<file path="config.mk">
export PLATFORM = sky130hd
export DESIGN_NAME = pixmem_port
export DESIGN_NICKNAME = d
export VERILOG_FILES = /design/src/rtl/pixmem_pkg.sv /design/src/rtl/pixmem_locate.sv /design/src/rtl/pixmem_extract.sv /design/src/rtl/pixmem_merge.sv /design/src/rtl/pixmem_port.sv
export SDC_FILE = /design/constraint.sdc
export NUM_CORES = 1
export LEC_CHECK = 0
export BUFFER_PORTS_ARGS = -buffer_cell sky130_fd_sc_hd__buf_4
export CORE_AREA = 2 2 69 71
export CTS_CLUSTER_SIZE = 28
export DETAILED_ROUTE_END_ITERATION = 16
export DIE_AREA = 0 0 71 73
export PLACE_DENSITY = 0.79
export SETUP_SLACK_MARGIN = 0.2
export SYNTH_ARGS = -nofsm -noshare
export SYNTH_HDL_FRONTEND = slang
export SYNTH_HIERARCHICAL = 1
export SYNTH_SLANG_ARGS = --single-unit
</file>
<file path="constraint.sdc">
create_clock -name clk -period 2.3 [get_ports clk]
set_clock_uncertainty 0.2 [all_clocks]
set_input_delay 0.46 -clock clk [delete_from_list [all_inputs] [get_ports clk]]
set_output_delay 0.46 -clock clk [all_outputs]
set_load 0.01 [all_outputs]
</file>
<file path="src/rtl/pixmem_pkg.sv">
package pixmem_pkg;
    localparam int BYTE_W = 8;
    localparam int POS_W  = 3;

    typedef enum logic [1:0] {
        ST_IDLE   = 2'd0,
        ST_RD_RET = 2'd1,
        ST_MERGE  = 2'd2
    } pm_state_e;

    // Width mask of one pixel field, before it is shifted into position.
    function automatic logic [BYTE_W-1:0] field_mask(input logic fmt2);
        return fmt2 ? 8'h03 : 8'h0F;
    endfunction
endpackage

</file>
<file path="src/rtl/pixmem_locate.sv">
module pixmem_locate
    import pixmem_pkg::*;
#(
    parameter int IDX_W  = 20,
    parameter int RAM_AW = 10
) (
    input  logic [IDX_W-1:0]  idx,
    input  logic              fmt2,
    output logic [RAM_AW-1:0] byte_addr,
    output logic [POS_W-1:0]  bit_pos
);
    localparam int EXT_W = (RAM_AW > IDX_W) ? RAM_AW : IDX_W;

    logic [IDX_W-1:0] half_idx;
    logic [IDX_W-1:0] quarter_idx;
    logic [EXT_W-1:0] sel_ext;

    assign half_idx    = idx >> 1;
    assign quarter_idx = idx >> 2;
    assign sel_ext     = EXT_W'(fmt2 ? quarter_idx : half_idx);
    assign byte_addr   = sel_ext[RAM_AW-1:0];

    // Bit offset of the field inside the byte.
    assign bit_pos = fmt2 ? {idx[1:0], 1'b0} : {idx[0], 2'b00};
endmodule

</file>
<file path="src/rtl/pixmem_extract.sv">
module pixmem_extract
    import pixmem_pkg::*;
(
    input  logic [BYTE_W-1:0] byte_in,
    input  logic              fmt2,
    input  logic [POS_W-1:0]  bit_pos,
    output logic [BYTE_W-1:0] pix_out
);
    logic [BYTE_W-1:0] shifted;
    assign shifted = byte_in >> bit_pos;
    assign pix_out = shifted & field_mask(fmt2);
endmodule

</file>
<file path="src/rtl/pixmem_merge.sv">
module pixmem_merge
    import pixmem_pkg::*;
(
    input  logic [BYTE_W-1:0] old_byte,
    input  logic [BYTE_W-1:0] new_pix,
    input  logic              fmt2,
    input  logic [POS_W-1:0]  bit_pos,
    output logic [BYTE_W-1:0] merged
);
    logic [BYTE_W-1:0] keep_mask;
    logic [BYTE_W-1:0] ins_bits;

    assign keep_mask = ~(field_mask(fmt2) << bit_pos);
    assign ins_bits  = (new_pix & field_mask(fmt2)) << bit_pos;
    assign merged    = (old_byte & keep_mask) | ins_bits;
endmodule

</file>
<file path="src/rtl/pixmem_port.sv">
module pixmem_port
    import pixmem_pkg::*;
#(
    parameter int IDX_W  = 20,
    parameter int RAM_AW = 10
) (
    input  logic              clk,
    input  logic              rst_n,
    input  logic              req_rd,
    input  logic              req_wr,
    input  logic [IDX_W-1:0]  req_idx,
    input  logic [BYTE_W-1:0] req_wdata,
    input  logic              fmt_2bpp,
    output logic              busy,
    output logic              rd_valid,
    output logic [BYTE_W-1:0] rd_data,
    output logic [RAM_AW-1:0] ram_addr,
    output logic              ram_re,
    output logic              ram_we,
    output logic [BYTE_W-1:0] ram_wdata,
    input  logic [BYTE_W-1:0] ram_rdata
);
    typedef struct packed {
        pm_state_e         st;
        logic [RAM_AW-1:0] addr;
        logic [POS_W-1:0]  pos;
        logic              fmt2;
        logic [BYTE_W-1:0] wdata;
        logic              rd_valid;
        logic [BYTE_W-1:0] rd_data;
    } regs_t;

    regs_t r_d, r_q;

    logic [RAM_AW-1:0] loc_addr;
    logic [POS_W-1:0]  loc_pos;
    logic [BYTE_W-1:0] ext_pix;
    logic [BYTE_W-1:0] merged_byte;

    pixmem_locate #(.IDX_W(IDX_W), .RAM_AW(RAM_AW)) u_locate (
        .idx       (req_idx),
        .fmt2      (fmt_2bpp),
        .byte_addr (loc_addr),
        .bit_pos   (loc_pos)
    );

    pixmem_extract u_extract (
        .byte_in (ram_rdata),
        .fmt2    (r_q.fmt2),
        .bit_pos (r_q.pos),
        .pix_out (ext_pix)
    );

    pixmem_merge u_merge (
        .old_byte (ram_rdata),
        .new_pix  (r_q.wdata),
        .fmt2     (r_q.fmt2),
        .bit_pos  (r_q.pos),
        .merged   (merged_byte)
    );

    always_comb begin
        r_d          = r_q;
        r_d.rd_valid = 1'b0;
        ram_re       = 1'b0;
        ram_we       = 1'b0;
        ram_addr     = loc_addr;
        ram_wdata    = merged_byte;
        case (r_q.st)
            ST_IDLE: begin
                if (req_wr || req_rd) begin
                    ram_re    = 1'b1;
                    r_d.addr  = loc_addr;
                    r_d.pos   = loc_pos;
                    r_d.fmt2  = fmt_2bpp;
                    r_d.wdata = req_wdata;
                    r_d.st    = req_wr ? ST_MERGE : ST_RD_RET;
                end
            end
            ST_RD_RET: begin
                ram_addr     = r_q.addr;
                r_d.rd_valid = 1'b1;
                r_d.rd_data  = ext_pix;
                r_d.st       = ST_IDLE;
            end
            ST_MERGE: begin
                ram_addr = r_q.addr;
                ram_we   = 1'b1;
                r_d.st   = ST_IDLE;
            end
            default: r_d.st = ST_IDLE;
        endcase
    end

    always_ff @(posedge clk or negedge rst_n) begin
        if (!rst_n) begin
            r_q <= '{st: ST_IDLE, default: '0};
        end else begin
            r_q <= r_d;
        end
    end

    assign busy     = (r_q.st != ST_IDLE);
    assign rd_valid = r_q.rd_valid;
    assign rd_data  = r_q.rd_data;

    AST_WE_FOLLOWS_RE: assert property (@(posedge clk) disable iff (!rst_n)
        ram_we |-> ($past(ram_re) && !ram_re));
    AST_WE_SAME_ADDR: assert property (@(posedge clk) disable iff (!rst_n)
        ram_we |-> (ram_addr == $past(ram_addr)));
    AST_MERGE_KEEPS_OTHERS: assert property (@(posedge clk) disable iff (!rst_n)
        ram_we |-> (((ram_wdata ^ ram_rdata) & ~(field_mask(r_q.fmt2) << r_q.pos)) == '0));
    AST_VALID_AFTER_READ: assert property (@(posedge clk) disable iff (!rst_n)
        rd_valid |-> ($past(busy) && !$past(ram_we)));
    AST_VALID_PULSE: assert property (@(posedge clk) disable iff (!rst_n)
        rd_valid |=> !rd_valid);
    AST_RD_ZERO_EXT: assert property (@(posedge clk) disable iff (!rst_n)
        rd_valid |-> (rd_data[BYTE_W-1:4] == '0));
    AST_NO_ACCEPT_BUSY: assert property (@(posedge clk) disable iff (!rst_n)
        busy |-> !ram_re);
    AST_BOTH_IS_WRITE: assert property (@(posedge clk) disable iff (!rst_n)
        (!busy && req_rd && req_wr) |=> ram_we);
endmodule

</file>
## Word-level counts from Yosys, hierarchy flattened

Cells that the tools add are included.

| storage, ports and cells | value |
|---|---|
| output and inout port bits | 30 |
| input port bits | 41 |
| word-level logic and storage cells | 34 |
| register bits after elaboration | 33 |

| cells by class | value |
|---|---|
| mux-type cells | 11 |
| bitwise gates (word level) | 5 |
| shift operators | 3 |
| reductions and logical operators | 5 |
| eq/ne operators | 3 |

Operators with widths:

| cell | count |
|---|---|
| two-way mux 24 bit | 1 |
| two-way mux 10 bit | 2 |
| bitwise AND 8 bit | 2 |
| two-way mux 9 bit | 1 |
| bitwise AND 8 x 4 -> 8 bit | 1 |
| inverter 8 bit | 1 |
| OR 8 bit | 1 |
| left shift 4 x 3 -> 8 bit | 1 |
| left shift 8 x 3 -> 8 bit | 1 |
| >> shifter 8 x 3 -> 8 bit | 1 |
| two-way mux 2 bit | 2 |
| two-way mux 4 bit | 1 |
| two-way mux 1 bit | 3 |
| two-way mux 3 bit | 1 |
| == test 2 x 1 -> 1 bit, second input constant | 1 |
| == test 2 bit, second input constant | 1 |
| zero test 2 bit | 1 |
| != test 2 bit, second input constant | 1 |
| AND reduction 2 bit | 1 |
| nonzero test 2 bit | 1 |
| OR reduction 2 bit | 1 |
| logical OR 1 bit | 1 |

## Logic depth before layout (Yosys ltp)

Gate-level depths: netlist of run 1.

| logic depth | value |
|---|---|
| depth in word-level cells | 5 |
| gate-level depth with buffers | 5 |
| mapped depth without buffers | 4 |

## Modules after synthesis

The synthesis of run 1 kept the hierarchy.

Modules (own cells, without submodules):

| module | area each (um^2) | times used | cells an instance |
|---|---|---|---|
| pixmem_port | 1,463.9 | 1 | 97 |
| pixmem_merge | 299.0 | 1 | 51 |
| pixmem_extract | 267.8 | 1 | 27 |
| pixmem_locate | 187.7 | 1 | 15 |

## Least setup slack after synthesis of run 1

OpenSTA, ideal clock, no wires.

| timing | value |
|---|---|
| path type | reg-to-reg |
| start | register r_q[20] (netlist bit) |
| end | register r_q (netlist bit rd_data[0]) |
| stages on the path, launching flop included | 5 |
| setup slack | 0.384 ns |
| path buffers | 1 |
| data required time | 1.975 ns |
| setup time | 0.125 ns |
| data arrival time | 1.591 ns |
| cell sequence | dfrtp_1 > buf_6 > mux2_1 > mux4_2 > mux2_2 |

| between the ends | value |
|---|---|
| word-level cells in the longest chain between the ends | 2 |

Ends and longest elaborated chain:

| what | line | source |
|---|---|---|
| start: declaration | pixmem_port.sv:33 | `regs_t r_d, r_q;` |
| start signal: assignment | pixmem_port.sv:99 | `r_q <= r_d;` |
| >> shifter 8 x 3 -> 8 bit | pixmem_extract.sv:10 | `assign shifted = byte_in >> bit_pos;` |
| bitwise AND 8 bit | pixmem_extract.sv:11 | `assign pix_out = shifted & field_mask(fmt2);` |
| net ext_pix[0] | pixmem_port.sv:37 | `logic [BYTE_W-1:0] ext_pix;` |

The timed path passes the listed nets, and every way through them passes these cells.
A chain may end at the register's enable or synchronous reset.

## Worst setup path in the final report of run 1

| timing | value |
|---|---|
| start | register r_q[31] (netlist bit) |
| end | output ram_addr[0] |

| between the ends | value |
|---|---|
| word-level cells in the longest chain between the ends | 3 |

Ends and longest elaborated chain:

| what | line | source |
|---|---|---|
| == test 2 x 1 -> 1 bit / == test 2 bit (equally long branches) | pixmem_port.sv:69 | `case (r_q.st)` |
| OR reduction 2 bit (no source line) (*) | -- |  |
| two-way mux 10 bit (*) | pixmem_port.sv:69 |  |
| end: declaration | pixmem_port.sv:17 | `output logic [RAM_AW-1:0] ram_addr,` |

Every way passes the cells marked *; elsewhere a longest branch is shown, timed or not.

==> impl_metrics.yaml, run 1 <==
setup_path:
  path_max_fanout: 5
  start_kind: "flop"
  rr_worst_depth: 5
  end_kind: "output pin"
  worstSetupPathType: "flop to output pin"
  cp_data_arrival_time_ns: 1.57
  required_ns: 1.64
die:
  core_mm2: 0.004536
  dieArea_mm2: 0.005183
  ios: 71
  dieHeight_um: 73
  rows: 25
  die_w_um: 71
  start_util_pct: 45.71
timing:
  period_minus_slack_ns: 2.231
  slew_viol_final: 0
  finalSetupViolCount: 0
  fmax_mhz: 448.2
  rsz0062_at_grt: "yes"
  finalHoldViolCount: 0
  post-route-period-util_pct: 97.01
yosys:
  synth_area_mm2: 0.002073
  synthCells: 182
  ys_warn_count: 6
  syn_avg_cell_area_um2: 11.39
grt:
  grt_pass1_wl_mm: 7.610
  grt_max_degree: 30
  track_usage_pct: 18.52
  grt_pass1_vias: 1626
  antenna_found_initial: 0
  overflow: 0
final_layout:
  nNetsFinal: 293
  final_area_mm2: 0.002929
  syn_to_final_growth_pct: 41.28
  multiInputGateArea_mm2: 0.001267
  final-seq-area_um2: 729.5
  fillers: 355
  stdcell_count: 304
  n_antenna_cell: 0
  layout-drive-gt1-share_pct: 65.20
pwr:
  power_frac_clock_pct: 17.8
  power_frac_comb_pct: 55.2
  power_frac_seq_pct: 27.0
  p_int_w: 0.002045
  p_sw_share_pct: 32.43
  power_leakage_nw: 1.367
  ir_drop_mv: 0.5913
  p_sw_w: 0.0009815
  p_per_area_mw_per_mm2: 1033
hold_path:
  hold_path_depth: 2
  hold_path.class: "input pin to flop"
clock_tree:
  cts_buffer_depth: 2
  insertion_delay_ns: 0.27
  htreeDepth: 2
  cts_buffers: 5
  cts_tree: "built"
  clockRootBuffer: "clkbuf_8"
  cts.sinks: 29
  path_clk_slew_ns: 0.07
routing:
  num_vias: 1625
  detail-route-antenna-nets: 0
  dr.pass1.iters: 4
  drtIter0Drc: 80
  wl_per_cell_um: 15.19
  drc: 0
  routed_via_density: 5.345
  wirelength_mm: 4.617
placement:
  dp_hpwl_mm: 3.004
  placed_cell_area_mm2: 0.002474
  io_buffers: 58
  placed_cells: 281
  place.gp.congestion: 0.8390
run_status:
  status: "finished clean"
run:
  timing.max_cap.violations: 0
-- routing by layer --
metal,vias up,track usage [%],routed length (µm)
li1,767,-,-
met4,0,5.031,33
met2,61,31.67,2447
met1,791,23.34,1866
met3,6,4.834,270
met5,-,0,0
-- area by class of cell --
cell class	instances	area share, %
clock buffer	7	2.947
multi-input combinational	126	43.27
timing repair buffer	81	24.78
tap	54	2.307
inverter	6	0.7689
sequential	29	24.90
clock inverter	1	1.025
-- cell usage in the layout, fill, tap and decap left out, types with 2 or more instances in the layout --
cell / instances
a21oi_1: 8
mux2i_1: 3
mux2_2: 28
dfrtp_2: 3
nand2_1: 10
o21ai_0: 4
nor3b_1: 2
inv_2: 3
mux2i_4: 2
clkbuf_8: 6
dfrtp_1: 26
mux2_4: 25
ha_1: 2
buf_12: 2
inv_1: 3
conb_1: 5
buf_4: 64
buf_6: 12
mux4_2: 3
nor2_1: 9
-- critical path: stages, from the launching register on --
cell and delay [ns]:
dfrtp_1 0.37, inv_2 0.06, ha_4 0.30, buf_16 0.13, mux2_4 0.31, buf_6 0.13
-- per-stage QoR --
step	setup WS (ns)	utilization, %	total power, W	TNS (ns)	hold slack [ns]
floorplan	0.3842	-	0.001709	0	-0.03559
global placement	0.1991	54.54	0.002071	0	0.2078
detailed placement	0.2014	54.54	0.002101	0	0.2089
CTS	0.07002	63.23	0.002951	0	0.1655
global route	-0.008120	64.58	0.003204	-0.008120	0.1927
finish	0.06871	64.58	0.003027	0	0.1907
-- worst paths after layout --
check / end / from / slack, ns
max: ram_addr[0] / r_q[31] / 0.07
min: r_q[31] / req_wr / 0.19
max reg2reg: rd_data[0] / r_q[20] / 0.25
min reg2reg: rd_data[7] / rd_data[7] / 0.30
max in group asynchronous: r_q[17] / rst_n / 1.16
min in group asynchronous: r_q[24] / rst_n / 0.44
-- sequential cells by signal, indices dropped and copies added, names as in the netlist --
signal,cells
rd_data,8
r_q,20
rd_valid,1
-- power by group through the flow --
stage	registers, W	logic [W]	clock network, W
3_5_place_dp	0.000829	0.00127	0
2_1_floorplan	0.000778	0.000931	0
5_1_grt	0.000841	0.00178	0.000579
6_report	0.000817	0.00167	0.000540
4_1_cts	0.000801	0.00159	0.000556
3_3_place_gp	0.000819	0.00125	0
-- what timing repair did --
item,4_1_cts,5_1_grt
gates cloned,2,0
buffers inserted,12,0
setup endpoints to repair,18,19
endpoints found under the hold margin,29,0
resized for setup,35,15
hold buffers,1,0
pin swaps,2,2
(Power assumes the default switching activity.)
==> inputs of run 2 (changes only) <==
CTS_BUF_LIST = sky130_fd_sc_hd__clkbuf_16   (was default)
REMOVE_ABC_BUFFERS = 1   (was default)
==> impl_metrics.yaml, run 2 (same netlist as run 1, synthesis figures left out) <==
run_status:
  status: "finished clean"
clock_tree:
  clockRootBuffer: "clkbuf_16"
  insertion_delay_ns: 0.27
  cts_buffers: 5
  cts_buffer_depth: 2
  cts_tree: "built"
  htreeDepth: 2
  cts.sinks: 29
  path_clk_slew_ns: 0.05
die:
  rows: 25
  die_w_um: 71
  ios: 71
  start_util_pct: 45.71
  dieHeight_um: 73
  core_mm2: 0.004536
  dieArea_mm2: 0.005183
hold_path:
  hold_path.class: "input pin to flop"
timing:
  finalSetupViolCount: 0
  rsz0062_at_grt: "yes"
  relSlewSlack_pct: 59.08
  tns_ns: 0
  period_minus_slack_ns: 2.250
  slew_viol_final: 0
  fmax_mhz: 444.5
  tightest_slew_ns: 0.6114
  post-route-period-util_pct: 97.81
  finalHoldViolCount: 0
setup_path:
  start_kind: "flop"
  cp_data_arrival_time_ns: 1.59
  rr_startpoint: "r_q[20]"
  worstSetupPathType: "flop to output pin"
  crit_chain: "buf_6 -> or3_4 -> o211ai_2 -> o221ai_2 -> buf_4"
  worst-path-stages: 5
  path_max_fanout: 6
  slowest_delay_ns: 0.46
  required_ns: 1.64
  cp-startpoint: "r_q[18]"
  critPathBufInv: 2
  r2r_end: "rd_data[0]"
  worstSetupEndpoint: "ram_wdata[4]"
  rr_worst_depth: 5
  slowest_stage: "dfrtp_2"
  end_kind: "output pin"
  r2r_slack_ns: 0.23
  cpLargestDelayFamily: "flip-flops"
pwr:
  ir_drop_mv: 0.5085
  p_per_area_mw_per_mm2: 1033
  power_leakage_nw: 1.358
placement:
  placed_cell_area_mm2: 0.002489
  io_buffers: 58
  placed_cells: 283
  place.gp.congestion: 0.8902
  dp_hpwl_mm: 2.950
routing:
  routed_via_density: 5.316
  num_vias: 1648
  detail-route-antenna-nets: 0
  drtIter0Drc: 105
  wl_per_cell_um: 14.71
  wirelength_mm: 4.561
  drc: 0
  dr.pass1.iters: 4
grt:
  grt_use_met1_pct: 23.63
  grt_busiest_layer: "met2"
  track_usage_pct: 18.83
  overflow: 0
  grt_use_met2_pct: 31.26
  antenna_found_initial: 0
  use_met3_pct: 5.110
  grt_max_degree: 30
  grt_pass1_wl_mm: 7.665
  grt_pass1_vias: 1642
final_layout:
  utilization_pct: 64.50
  multiInputGateArea_mm2: 0.001259
  nNetsFinal: 299
  layout_common_cells: "75 x buf_4, 37 x mux2_2, 25 x dfrtp_1"
  fillers: 351
  final_common_cell: "buf_4"
  layout-drive-gt1-share_pct: 67.19
  n_antenna_cell: 0
  syn_to_final_growth_pct: 41.10
  regMostFlops: "r_q"
  final-seq-area_um2: 730.7
  largest_reg_flops: 20
  final_area_mm2: 0.002925
  stdcell_count: 310
run:
  timing.max_cap.violations: 0
[run 2: changes by cell type in the layout (fill, tap and decap cells not counted), moves of 5 or more]
cell / previous run / this run
mux2_2: 28 / 37
clkbuf_8: 6 / 0
buf_4: 64 / 75
mux2_4: 25 / 16
clkbuf_16: 0 / 5
[run 2: worst min path at each step]
stage	depth (start not counted)	startpoint	slack, ns	end
2_1_floorplan	0	rst_n	-0.04	r_q[10]
3_5_place_dp	1	rst_n	0.20	rd_data[0]
6_report	2	req_wr	0.20	r_q[31]
4_1_cts	2	req_wr	0.19	r_q[31]
5_1_grt	2	req_wr	0.20	r_q[31]
3_3_place_gp	1	rst_n	0.20	rd_data[0]
[run 2: cell type report]
class	instances	area share, %
Inverter	6	0.7699
Sequential cell	29	24.98
Timing Repair Buffer	87	24.25
Multi-Input combinational cell	126	43.03
Tap cell	54	2.310
Clock buffer	5	4.277
Clock inverter	3	0.3849
[run 2: what timing repair did]
action,CTS,global route
setup buffers,16,2
endpoints found under the setup margin,20,20
pin swaps,5,2
resized for setup,36,8
hold buffers,1,0
hold endpoints to repair,29,0
[run 2: report_power, final]
| part | switching [W] | internal [W] | leakage [nW] | total, W |
|---|---|---|---|---|
| clock | 0.000200 | 0.000386 | 0.0776 | 0.000587 |
| sequential | 0.000135 | 0.000685 | 0.343 | 0.000820 |
| combinational | 0.000662 | 0.000954 | 0.937 | 0.00162 |
| total | 0.000997 | 0.00203 | 1.36 | 0.00302 |
[run 2: stage by stage]
step                      total power (W)  hold WS (ns)  worst slack, ns
after floorplan                  0.001546      -0.03559           0.2059
after global placement           0.002089        0.2045           0.1240
after detailed placement         0.002121        0.2049           0.1056
after CTS                        0.002970        0.1949          0.05874
after global routing             0.003212        0.1979         -0.04463
final                            0.003023        0.2047          0.05027
[run 2: worst register-to-register path, delay by kind of cell, from the launching register on]
kind                   cells  cell delay, ns
buffers and inverters      2            0.27
DFF                        1            0.44
muxes                      3            1.04
[run 2: routing by layer]
layer	part of all wire [%]	wire length, µm
met5	0	0
met4	0.96	44
met3	6.7	304
met2	51	2337
met1	41	1875
==> inputs of run 3 (changes only) <==
CORE_AREA = 2 2 70 72   (was 2 2 69 71)
DIE_AREA = 0 0 72 74   (was 0 0 71 73)
PLACE_DENSITY = 0.77   (was 0.79)
==> impl_metrics.yaml, run 3 (same netlist as run 1, synthesis figures left out) <==
pwr:
  p_per_area_mw_per_mm2: 1034
  ir_drop_mv: 0.6054
  power_frac_clock_pct: 18.3
  p_sw_share_pct: 32.53
  power_leakage_nw: 1.424
  p_int_w: 0.002125
  p_sw_w: 0.001024
  power_frac_seq_pct: 25.9
  power_frac_comb_pct: 55.8
setup_path:
  r2r_slack_ns: 0.23
  crit_chain: "inv_2 -> ha_4 -> clkbuf_16 -> mux2_4 -> buf_6"
  cp_data_arrival_time_ns: 1.55
  r2r_end: "rd_data[0]"
  required_ns: 1.64
  rr_worst_depth: 5
  end_kind: "output pin"
  rr_startpoint: "r_q[20]"
  path_max_fanout: 5
  critPathBufInv: 3
  cpLargestDelayFamily: "flip-flops"
  slowest_stage: "dfrtp_1"
  worstSetupPathType: "flop to output pin"
  start_kind: "flop"
  slowest_delay_ns: 0.36
clock_tree:
  htreeDepth: 2
  cts.sinks: 29
  cts_buffers: 5
  cts_buffer_depth: 2
  cts_tree: "built"
  clockRootBuffer: "clkbuf_16"
  path_clk_slew_ns: 0.05
  insertion_delay_ns: 0.26
grt:
  grt_pass1_vias: 1641
  track_usage_pct: 18.12
  grt_pass1_wl_mm: 7.569
  grt_max_degree: 30
  overflow: 0
  antenna_found_initial: 0
final_layout:
  nNetsFinal: 302
  layout_common_cells: "69 x buf_4, 27 x mux2_2, 26 x mux2_4"
  syn_to_final_growth_pct: 46.89
  regMostFlops: "r_q"
  layout-drive-gt1-share_pct: 69.26
  final_common_cell: "buf_4"
  utilization_pct: 66.23
  n_antenna_cell: 0
  largest_reg_flops: 20
hold_path:
  hold_path.class: "input pin to flop"
  min_to: "r_q[31]"
  worstHoldStart: "req_wr"
  hold_path_depth: 2
timing:
  finalHoldViolCount: 0
  rsz0062_at_grt: "yes"
  post-route-period-util_pct: 96.08
  tns_ns: 0
  fmax_mhz: 452.5
  period_minus_slack_ns: 2.210
  finalSetupViolCount: 0
  slew_viol_final: 0
routing:
  detail-route-antenna-nets: 0
  drtIter0Drc: 95
  dr.pass1.iters: 4
  drc: 0
  wl_per_cell_um: 15.37
  routed_via_density: 5.315
  wirelength_mm: 4.779
  num_vias: 1653
run_status:
  status: "finished clean"
die:
  die_w_um: 72
  ios: 71
  rows: 25
  dieArea_mm2: 0.005328
  start_util_pct: 45.09
  dieHeight_um: 74
  core_mm2: 0.004598
run:
  timing.max_cap.violations: 0
placement:
  place.gp.congestion: 0.9167
  dp_hpwl_mm: 3.086
  io_buffers: 58
[run 3: cell types whose count changed in the layout (fill, tap and decap cells not counted), moves of 3 or more]
cell / change
buf_6: +6
inv_1: -3
mux2_2: -10
buf_4: -6
mux2_4: +10
[run 3: how the worst max path moves through the flow]
stage / end / from / slack, ns / cells past startpoint
finish: ram_addr[0] / r_q[32] / 0.09 / 5
global route: ram_addr[0] / r_q[32] / 0.04 / 5
detailed placement: ram_wdata[0] / r_q[20] / 0.12 / 4
global placement: ram_wdata[0] / r_q[20] / 0.11 / 4
floorplan: rd_data[1] / r_q[18] / 0.21 / 3
CTS: ram_addr[3] / r_q[32] / 0.07 / 5
[run 3: area by class of cell]
type	instances	area, µm²
fill	370	1553
timing repair buffer	90	782.0
multi-input combinational	126	1311
clock buffer	5	125.1
tap	54	67.56
sequential	29	732.0
clock inverter	1	5.005
inverter	6	22.52
[run 3: metal layers]
metal  wire length (µm)  GRT usage (%)  up-vias
li1                   -              -      784
met1               2105          22.75      824
met2               2485          32.10       43
met3                175          4.472        2
met4                 13          3.564        0
met5                  0              0        -
[run 3: stage by stage]
stage | instance area, µm² | setup WS, ns | instances | hold slack (ns) | power (W)
finish | 3045 | 0.09018 | 311 | 0.2049 | 0.003149
global route | 3045 | 0.03774 | 311 | 0.2032 | 0.003340
CTS | 2840 | 0.07036 | 304 | 0.1974 | 0.002934
detailed placement | 2481 | 0.1170 | 282 | 0.2085 | 0.002116
global placement | 2481 | 0.1102 | 282 | 0.2049 | 0.002083
floorplan | 1898 | 0.2059 | 161 | -0.03559 | 0.001546
[run 3: timing repair]
item                                    in CTS  in global routing
pin swaps                                    4                  4
endpoints found under the setup margin      20                 19
setup buffers                               15                  6
gates cloned                                 0                  1
hold buffers                                 1                  0
resized for setup                           28                 37
endpoints found under the hold margin       29                  0
[run 3: power by group through the flow]
stage	logic, W	clock network [W]	registers [W]
CTS	0.00154	0.000593	0.000805
detailed placement	0.00126	0	0.000853
finish	0.00176	0.000575	0.000816
floorplan	0.000674	0	0.000872
global route	0.00188	0.000623	0.000841
global placement	0.00124	0	0.000841
